File: src/rtl/rtcf_pkg.sv
// Shared definitions for the RTC interrupt flag register.
// Assumes the bit positions of the flag byte are fixed by software.
package rtcf_pkg;
    localparam int NUM_SRC  = 3;
    localparam int BIT_IRQ  = 7;
    localparam int BIT_PER  = 6;
    localparam int BIT_ALM  = 5;
    localparam int BIT_UPD  = 4;

    // Source order inside vectors: [2]=periodic, [1]=alarm, [0]=update
    typedef struct packed {
        logic per;
        logic alm;
        logic upd;
    } rtcf_src_t;
endpackage

File: src/rtl/rtcf_tap_edge.sv
// Picks one divider tap by the rate select and reports its rising edge.
// Assumes the tap lines are synchronous to clk. Select 0, or a value above
// NTAPS, selects nothing. Every tap has its own history, so changing the
// select does not make a false edge.
module rtcf_tap_edge #(
    parameter int NTAPS = 15,
    parameter int SEL_W = 4
) (
    input  logic             clk,
    input  logic             rst_n,
    input  logic [NTAPS-1:0] taps,
    input  logic [SEL_W-1:0] sel,
    output logic             rise
);
    logic [NTAPS-1:0] prev_q;
    logic [NTAPS-1:0] sel_hit;
    logic [NTAPS-1:0] rise_vec;

    // Remember last tap levels for edge detection
    always_ff @(posedge clk) begin
        if (!rst_n) prev_q <= '0;
        else        prev_q <= taps;
    end

    genvar gi;
    generate
        for (gi = 0; gi < NTAPS; gi++) begin : g_tap
            // Decode select value gi+1 onto this tap
            assign sel_hit[gi]  = (sel == SEL_W'(gi + 1));
            assign rise_vec[gi] = taps[gi] & ~prev_q[gi];
        end
    endgenerate

    // Edge of the selected tap only
    always_comb rise = |(rise_vec & sel_hit);
endmodule

File: src/rtl/rtcf_flag_cell.sv
// One sticky event flag. A set wins over a clear in the same cycle,
// so an event that arrives with a clearing read is not lost.
module rtcf_flag_cell (
    input  logic clk,
    input  logic rst_n,
    input  logic set_i,
    input  logic clr_i,
    output logic q
);
    // Hold, set on event, drop on read unless an event arrives too
    always_ff @(posedge clk) begin
        if (!rst_n)     q <= 1'b0;
        else if (set_i) q <= 1'b1;
        else if (clr_i) q <= 1'b0;
    end
endmodule

File: src/rtl/rtcf_irq_merge.sv
// Forms the summary request from the flags and their enables.
// Purely combinational. Assumes the flag and enable vectors line up bit by bit.
module rtcf_irq_merge #(
    parameter int N = 3
) (
    input  logic [N-1:0] flags,
    input  logic [N-1:0] enables,
    output logic         req
);
    // OR of each flag gated by its enable
    always_comb req = |(flags & enables);
endmodule

File: src/rtl/rtc_intflag.sv
// RTC interrupt flag register: latches periodic, alarm and update-ended
// events into sticky flags and presents them as a clear-on-read byte with a
// summary bit that drives the interrupt level. Assumes rd_stb is high for one
// cycle per read, and that the byte is captured in that same cycle.
module rtc_intflag #(
    parameter int NTAPS = 15,
    parameter int SEL_W = $clog2(NTAPS + 1)
) (
    input  logic             clk,
    input  logic             rst_n,
    input  logic [NTAPS-1:0] div_taps,
    input  logic [SEL_W-1:0] rate_sel,
    input  logic             alarm_evt,
    input  logic             update_evt,
    input  logic             pie,
    input  logic             aie,
    input  logic             uie,
    input  logic             rd_stb,
    output logic [7:0]       flag_byte,
    output logic             irq
);
    import rtcf_pkg::*;

    rtcf_src_t set_v;
    rtcf_src_t flag_v;
    rtcf_src_t en_v;
    logic      per_rise;
    logic      summary;

    rtcf_tap_edge #(.NTAPS(NTAPS), .SEL_W(SEL_W)) u_tap (
        .clk   (clk),
        .rst_n (rst_n),
        .taps  (div_taps),
        .sel   (rate_sel),
        .rise  (per_rise)
    );

    // Gather set requests and enables in source order
    always_comb begin
        set_v = '{per: per_rise, alm: alarm_evt, upd: update_evt};
        en_v  = '{per: pie, alm: aie, upd: uie};
    end

    genvar gs;
    generate
        for (gs = 0; gs < NUM_SRC; gs++) begin : g_flag
            rtcf_flag_cell u_cell (
                .clk   (clk),
                .rst_n (rst_n),
                .set_i (set_v[gs]),
                .clr_i (rd_stb),
                .q     (flag_v[gs])
            );
        end
    endgenerate

    rtcf_irq_merge #(.N(NUM_SRC)) u_merge (
        .flags   (flag_v),
        .enables (en_v),
        .req     (summary)
    );

    // Assemble the read-only byte; low nibble is fixed at zero
    always_comb begin
        flag_byte          = 8'h00;
        flag_byte[BIT_IRQ] = summary;
        flag_byte[BIT_PER] = flag_v.per;
        flag_byte[BIT_ALM] = flag_v.alm;
        flag_byte[BIT_UPD] = flag_v.upd;
    end

    // Interrupt is a level taken from the summary flag
    always_comb irq = summary;
endmodule

File: config.mk
export PLATFORM = sky130hd
export DESIGN_NAME = rtc_intflag
export DESIGN_NICKNAME = d
export VERILOG_FILES = /design/src/rtl/rtcf_pkg.sv /design/src/rtl/rtcf_tap_edge.sv /design/src/rtl/rtcf_flag_cell.sv /design/src/rtl/rtcf_irq_merge.sv /design/src/rtl/rtc_intflag.sv
export SDC_FILE = /design/constraint.sdc
export NUM_CORES = 1
export LEC_CHECK = 0
export ABC_AREA = 1
export BUFFER_PORTS_ARGS = -buffer_cell sky130_fd_sc_hd__buf_4
export CELL_PAD_IN_SITES_DETAIL_PLACEMENT = 0
export CELL_PAD_IN_SITES_GLOBAL_PLACEMENT = 1
export CORE_MARGIN = 2
export CORE_UTILIZATION = 33
export CTS_CLUSTER_DIAMETER = 150
export CTS_CLUSTER_SIZE = 30
export DETAILED_ROUTE_END_ITERATION = 10
export GPL_ROUTABILITY_DRIVEN = 0
export PLACE_DENSITY_LB_ADDON = 0.1
export SYNTH_ARGS = -nofsm -noshare
export SYNTH_HDL_FRONTEND = slang
export SYNTH_HIERARCHICAL = 1
export SYNTH_SLANG_ARGS = --single-unit
File: constraint.sdc
create_clock -name clk -period 2.5 [get_ports clk]
set_input_delay 0.375 -clock clk [delete_from_list [all_inputs] [get_ports clk]]
set_output_delay 0.375 -clock clk [all_outputs]
set_load 0.005 [all_outputs]
* Word level (Yosys, flattened, before mapping) *
Index checks and enable logic that the tools add are counted.

storage, ports and cells
  register bits after elaboration = 18
  input port bits = 27
  logic and storage cells = 60
  output and inout bits = 9

cells by class
  reduce and logical (&&, ||, !) cells = 5
  equality and inequality tests = 15
  mux-type cells = 4
  bitwise logic cells = 32

operator list
  operator                                                                count
  4-bit equality test (second input constant)                             8
  4-bit by 3-bit equality test with 1-bit output (second input constant)  4
  1-bit bitwise AND                                                       15
  15-bit bitwise AND                                                      1
  1-bit inverter                                                          15
  15-bit OR reduction                                                     1
  4-bit by 2-bit equality test with 1-bit output (second input constant)  2
  2-bit nonzero test                                                      3
  4-bit by 1-bit equality test with 1-bit output (second input constant)  1
  1-bit 2-to-1 mux                                                        4
  3-bit bitwise AND                                                       1
  3-bit OR reduction                                                      1

* Longest topological paths before layout *
Gate-level depths: netlist of run 1.

  word-level depth = 5
  depth in mapped cells = 10

* Cells and area by module *
Netlist of run 1, hierarchy kept.

by module, submodules not included
  module          sequential area each (µm²)  area each (µm²)  times used  cells each
  rtcf_tap_edge   300.3                       718.2            1           120
  rtcf_flag_cell  20.0                        43.8             3           6
  rtc_intflag     0.0                         41.3             1           6
  rtcf_irq_merge  0.0                         16.3             1           4

* Worst setup path before layout of run 1 *
OpenSTA, ideal clock, no wires.

  kind = input to output
  start = input uie
  end = output flag_byte[7]
  path buffers = 1
  slack = 1.465 ns
  stages = 3
  arrival = 0.660 ns
  path through = nand2_1 -> nand3_1 -> buf_4

on the way
  word-level cells in the longest chain between the ends = 2

ends and longest elaborated chain
  what                RTL line              RTL
  from (decl)         rtc_intflag.sv:17     input logic uie,
  3-bit bitwise AND   rtcf_irq_merge.sv:11  always_comb req = |(flags & enables);
  3-bit OR reduction  rtcf_irq_merge.sv:11
  to (decl)           rtc_intflag.sv:19     output logic [7:0] flag_byte,

No other way between the ends.

* Final worst setup path of run 1 *
  start = register g_flag[0].u_cell.q
  end = output irq

on the way
  word-level cells in the longest chain between the ends = 2

ends and longest elaborated chain
  what                    RTL line              RTL
  from (decl)             rtcf_flag_cell.sv:8   output logic q
  from (signal assigned)  rtcf_flag_cell.sv:12  if (!rst_n) q <= 1'b0;
  from (signal assigned)  rtcf_flag_cell.sv:13  else if (set_i) q <= 1'b1;
  from (signal assigned)  rtcf_flag_cell.sv:14  else if (clr_i) q <= 1'b0;
  3-bit bitwise AND       rtcf_irq_merge.sv:11
  3-bit OR reduction      rtcf_irq_merge.sv:11
  to (decl)               rtc_intflag.sv:20     output logic irq

No other way between the ends.

==> impl_metrics.csv, run 1 <==
group,metric,value,unit
clock_tree,clk_latency,0.28,ns
worst_setup_path,startpoint_type,"flop",
placed_design,dpl.hpwl,1.42,mm
routing,ant_nets,0,
logic_synthesis,ys_seq_area_frac,0.397,
cells_and_area,area_growth,29.0,%
timing,worst_slack,1.19,ns
worst_setup_path,r2r_start,"u_tap/prev_q[9]",
die,die_area,0.00318,sq mm
worst_setup_path,r2r_cells,9,
logic_synthesis,yosysTopAreaCellShare,0.397,
routing,first_pass_iters,4,
global_routing,grt_max_degree,19,
timing,tns,0,ns
clock_tree,clk_pin_slew,0.10,ns
worst_hold_path,hp-class,"input port to flop",
flow_run,cap_violations,0,
timing,period_needed,1.31,ns
clock_tree,cts_hold_buf,0,
clock_tree,cts_root_buffer,"clkbuf_4",
timing,fmax,762,MHz
logic_synthesis,ys_types,12,
routing,drc,0,
worst_setup_path,rr_endpoint,"g_flag[2].u_cell/q",
cells_and_area,fill_cells,310,
die,num_rows,19,
outcome,outcome,"finished, final reports clean",
worst_setup_path,slowest_delay,0.34,ns
global_routing,grt_pass1_vias,766,
worst_setup_path,crit_fanout,3,
clock_tree,cts_tree,"yes",
placed_design,dp_cells,207,
power,ir_drop,0.000342,V
routing,wire_per_inst,8.25,microns
timing,period_share,0.525,
routing,vias_per_cell,3.93,
logic_synthesis,syn_avg_cell_area,6.13,sq um
worst_hold_path,min_from,"div_taps[6]",
power,p_leak,0.772,nW
cells_and_area,layout.cells.non_filler,210,
timing,rsz0062_at_grt,"no",
power,power_density,474,mW/mm^2
die,ios,36,
die,fp.dieH,56.4,microns
worst_setup_path,worstPathArrival,0.94,ns
worst_setup_path,r2r_slack,1.53,ns
routing,vias,826,
global_routing,gr-total-overflow,0,
timing,fin_skew,0.00480,ns
placed_design,preCtsSetupSlack,1.26,ns
die,core_area,0.00269,sq mm
logic_synthesis,syn_area,907,sq um
global_routing,antenna_found_initial,0,
cells_and_area,multi_input_area,339,sq um
worst_hold_path,min_to,"u_tap/prev_q[6]",
logic_synthesis,yosysWarnings,6,
logic_synthesis,synthCells,148,
clock_tree,clock_path_buffers,2,
logic_synthesis,synth_area_leaders,"dfxtp_1 40%, inv_1 18%, nand2_1 17%",
worst_setup_path,crit_slowest_cell,"dfxtp_1",
routing,wl,1.73,mm
global_routing,grt_pass1_wl,2.97,mm
logic_synthesis,yosysTopAreaCell,"dfxtp_1",
clock_tree,cts_setup_buffers,0,
clock_tree,cts_resized,0,
worst_setup_path,critical_path_class,"flop to output pin",
die,initial_core_util,0.338,
cells_and_area,layout_common_cells,"44 x inv_1, 42 x nand2_1, 31 x buf_4",
timing,hold_violations,0,
routing,drt_iter0_drc,9,
cells_and_area,antenna_cells,0,
timing,hold_ws,0.267,ns
die,die_w,56.4,microns
cells_and_area,layout_commonest_cell,"inv_1",
logic_synthesis,ys_ff_latch,18,
cells_and_area,drive_above_1_share,0.235,
clock_tree,cts-buffers-inserted,3,
placed_design,io_buffers,31,
worst_hold_path,hold_depth,3,
timing,slew_viol_final,0,
timing,finalSetupViolations,0,
power,power.total,0.555,mW
clock_tree,clkSinkCount,18,
cells_and_area,regArea,360,sq um
cells_and_area,nNetsFinal,208,
global_routing,grt_usage,0.120,
worst_setup_path,path_cells,"nand2_1 > nand3_1 > buf_4",
worst_setup_path,cp-end-kind,"output pin",
worst_setup_path,critPathRequiredTime,2.12,ns
clock_tree,cts_max_level,1,
## area by class of cell
cell class	count	share of cell area
Clock buffer	3	0.0193
Tap cell	31	0.0332
Timing Repair Buffer	31	0.199
Sequential cell	18	0.308
Multi-Input combinational cell	80	0.290
Inverter	47	0.151
## layer usage
layer	vias to the layer above	wire [microns]	track usage
met5	-	0	0
li1	469	-	-
met3	2	86	0.0253
met4	0	15	0.0612
met1	340	837	0.149
met2	15	794	0.193
## worst max-delay path by stage
stage                                   from                 end  slack [ns]  cells past startpoint
after floorplan                          uie        flag_byte[7]        1.46                      3
after global placement           rate_sel[1]  g_flag[2].u_cell/q        1.25                     10
after detailed placement         rate_sel[1]  g_flag[2].u_cell/q        1.26                     10
after CTS                 g_flag[0].u_cell/q                 irq        1.17                      3
after global routing      g_flag[0].u_cell/q        flag_byte[7]        1.09                      3
final                     g_flag[0].u_cell/q                 irq        1.19                      3
## worst max-delay path, delay by kind of cell, from the launching register on
| family | cells | cell delay [ns] |
|---|---|---|
| DFF | 1 | 0.34 |
| buffers and inverters | 1 | 0.15 |
| and+or+nand+nor | 2 | 0.17 |
## stage by stage
step	cell area, sq um	utilization
finish	1170	0.435
CTS	1170	0.435
global route	1170	0.435
floorplan	918	-
detailed placement	1150	0.427
global placement	1150	0.427
## Yosys cell counts
cell type,instances
inv_2,3
conb_1,1
nor2_2,2
a21oi_2,3
nand4_1,3
buf_4,5
nand3_1,9
buf_2,1
inv_1,44
dfxtp_1,18
nand2_1,42
nor2_1,17
## cell families (layout without fill, tap and decap cells)
logic type      Yosys count  count (layout)  synth area share
other cells               1               4           0.00413
simple gates             73              73             0.328
flops                    18              18             0.397
buf+inv                  53              81             0.241
compound gates            3               3            0.0290
## state kept, by name, summed over array words and instances (netlist names)
name and count:
u_tap/prev_q 15, g_flag.u_cell/q 3
## power breakdown
group,total (mW),switching (mW),internal [mW]
Combinational,0.107,0.0517,0.0550
Sequential,0.310,0.00617,0.303
Clock,0.138,0.0824,0.0559
Total,0.555,0.140,0.414
Note: power is estimated with default switching activity, not from simulation.
==> inputs of run 2 (changes only) <==
- ABC_AREA: 1 -> 0
- CORE_UTILIZATION: 33 -> 30
- clock period: 2.5 -> 1.2 ns (I/O delays scaled with it)
==> run 2 against run 1 <==
Against the previous run:
- the run now ends with negative setup slack left
- sequential share of layout area increased by 1.9 points
- global-route usage about the same
- non-clock buffer count increased by 5
- hold slack got worse by 0.17 ns
- highest routed layer unchanged
- final cell count decreased by 31%
- critical endpoint is now g_flag[2].u_cell/q
- via count decreased by 19%
==> impl_metrics.csv, run 2 <==
group,metric,value,unit
clock_tree,cts_root_buffer,"clkbuf_4",
clock_tree,clock_path_buffers,2,
logic_synthesis,ys_ff_latch,18,
logic_synthesis,synth_area_leaders,"dfxtp_1 43%, and2_1 11%, nor4bb_1 9.7%",
worst_setup_path,worstPathArrival,1.59,ns
timing,finalSetupViolations,3,
timing,period_needed,1.41,ns
placed_design,io_buffers,31,
die,ios,36,
timing,fin_skew,0.00523,ns
routing,vias_per_cell,4.59,
global_routing,grt_pass1_wl,2.97,mm
logic_synthesis,synthCells,82,
cells_and_area,largest_reg_flops,15,
worst_hold_path,min_from,"div_taps[5]",
power,swShare,0.226,
logic_synthesis,async_flop_share,0,
worst_setup_path,startpoint_type,"flop",
cells_and_area,post-route-util,0.414,
outcome,violations,"negative setup slack",
worst_setup_path,cp-end-kind,"flop",
outcome,outcome,"finished with violations",
cells_and_area,antenna_cells,0,
timing,fmax,712,MHz
cells_and_area,nNetsFinal,143,
routing,drc,0,
clock_tree,cts-buffers-inserted,3,
power,power.total,1.15,mW
global_routing,grt_pass1_vias,675,
global_routing,grt_usage,0.119,
logic_synthesis,syn_area,830,sq um
routing,drt_iter0_drc,20,
logic_synthesis,ys_seq_area_frac,0.434,
timing,rsz0062_at_grt,"yes",
timing,slew_viol_final,0,
worst_setup_path,critPathLaunch,"u_tap/prev_q[2]",
cells_and_area,layout_commonest_cell,"buf_4",
die,initial_core_util,0.309,
clock_tree,cts_tree,"yes",
die,die_area,0.00320,sq mm
cells_and_area,multi_input_area,405,sq um
cells_and_area,largest_registers,"u_tap/prev_q x15, g_flag.u_cell/q x3",
cells_and_area,final_area,0.00111,sq mm
routing,wl,1.71,mm
logic_synthesis,ys.flop_type,"dfxtp_1",
die,core_area,0.00269,sq mm
logic_synthesis,yosysTopAreaCellShare,0.434,
clock_tree,clk_latency,0.28,ns
cells_and_area,fill_cells,292,
cells_and_area,layout_common_cells,"36 x buf_4, 15 x dfxtp_1, 15 x and2_1",
cells_and_area,drive_above_1_share,0.412,
power,clkPwrFrac,0.243,
logic_synthesis,yosysWarnings,6,
die,fp.dieH,56.6,microns
worst_hold_path,hp-class,"input port to flop",
logic_synthesis,yosysMostFrequentCell,"dfxtp_1",
routing,wire_per_inst,11.8,microns
global_routing,grt_max_degree,19,
clock_tree,clkSinkCount,18,
cells_and_area,regArea,364,sq um
clock_tree,cts_hold_buf,0,
timing,period_share,1.17,
logic_synthesis,netlist_top_cells_count,"18 x dfxtp_1, 15 x and2_1, 8 x nor4bb_1, 6 x buf_4",
cells_and_area,area_growth,34.1,%
worst_setup_path,critPathRequiredTime,1.38,ns
global_routing,antenna_found_initial,0,
global_routing,gr-total-overflow,0,
power,combPwrFrac,0.196,
routing,vias,666,
logic_synthesis,synth-edff-count,0,
routing,ant_nets,0,
logic_synthesis,yosysTopAreaCell,"dfxtp_1",
logic_synthesis,ys_types,27,
flow_run,cap_violations,0,
routing,first_pass_iters,4,
power,p_leak,0.494,nW
power,seqPwrFrac,0.561,
clock_tree,clk_pin_slew,0.09,ns
worst_setup_path,critical_path_class,"flop to flop",
timing,worst_slack,-0.205,ns
clock_tree,cts_max_level,1,
cells_and_area,layout.cells.non_filler,145,
cells_and_area,top_register,"u_tap/prev_q",
power,power_density,1040,mW/mm^2
placed_design,dpl.hpwl,1.31,mm
power,netSwitchingPower,0.260,mW
logic_synthesis,syn_avg_cell_area,10.1,sq um
placed_design,placed_area,0.00107,sq mm
timing,hold_violations,0,
power,p_int,0.892,mW
placed_design,dp_cells,141,
worst_setup_path,crit_fanout,1,
worst_setup_path,r2r_start,"u_tap/prev_q[2]",
power,ir_drop,0.000768,V
die,die_w,56.6,microns
die,num_rows,19,
run 2: cell types whose count changed after synthesis, moves of 8 or more:
cell      change
nor4bb_1      +8
inv_1        -41
nor2_1       -16
and2_1       +15
nand2_1      -39
nand3_1       -8
run 2: final cells by class:
class / instances / share of cell area
multi-input combinational: 54 / 0.364
clock buffer: 3 / 0.0202
inverter: 3 / 0.0101
tap: 31 / 0.0349
sequential: 18 / 0.327
timing repair buffer: 36 / 0.243
run 2: critical path: stages (launching register included):
cell and delay, ns:
dfxtp_2 0.33, nor4b_2 0.04, o311ai_2 0.27, o311ai_1 0.13, or3_1 0.35, o21a_1 0.18
run 2: per-stage QoR:
| step | hold slack, ns | setup WS, ns | setup TNS (ns) |
|---|---|---|---|
| 3_5_place_dp | 0.392 | -0.277 | -0.277 |
| 4_1_cts | 0.0852 | -0.202 | -0.571 |
| 3_3_place_gp | 0.387 | -0.265 | -0.265 |
| 2_1_floorplan | 0.297 | -0.193 | -0.193 |
| 5_1_grt | 0.0738 | -0.285 | -0.816 |
| 6_report | 0.0983 | -0.205 | -0.480 |
run 2: worst paths after layout:
check,endpoint,slack (ns),depth (start not counted)
worst max-delay path,g_flag[2].u_cell/q,-0.21,5
worst min-delay path,u_tap/prev_q[5],0.1,2
worst max register to register,g_flag[2].u_cell/q,-0.21,5
worst min register to register,g_flag[2].u_cell/q,0.61,2
run 2: layer usage:
| metal | wire length (microns) | global-route usage | share of wire | up-vias |
|---|---|---|---|---|
| met5 | 0 | 0 | 0 | - |
| met4 | 13 | 0.0612 | 0.0076 | 0 |
| met3 | 114 | 0.0369 | 0.067 | 2 |
| met2 | 795 | 0.186 | 0.46 | 21 |
| met1 | 788 | 0.146 | 0.46 | 297 |
| li1 | - | - | - | 346 |
run 2: cells by family after synthesis:
family | after synthesis | share of synthesized area
other cells | 1 | 0.00452
buf+inv | 13 | 0.0980
flops | 18 | 0.434
compound gates | 14 | 0.136
simple gates | 36 | 0.327
run 2: power groups by stage:
stage               clock network, mW  logic, mW  registers [mW]
floorplan                           0      0.120           0.657
global placement                    0      0.220           0.659
detailed placement                  0      0.222           0.660
CTS                             0.302      0.225           0.647
global route                    0.335      0.250           0.651
finish                          0.280      0.226           0.647
run 2: repair_timing:
action,CTS,global route
setup buffers,0,1
gates resized for setup,3,1
setup endpoints to repair,3,3
pin swaps,2,2
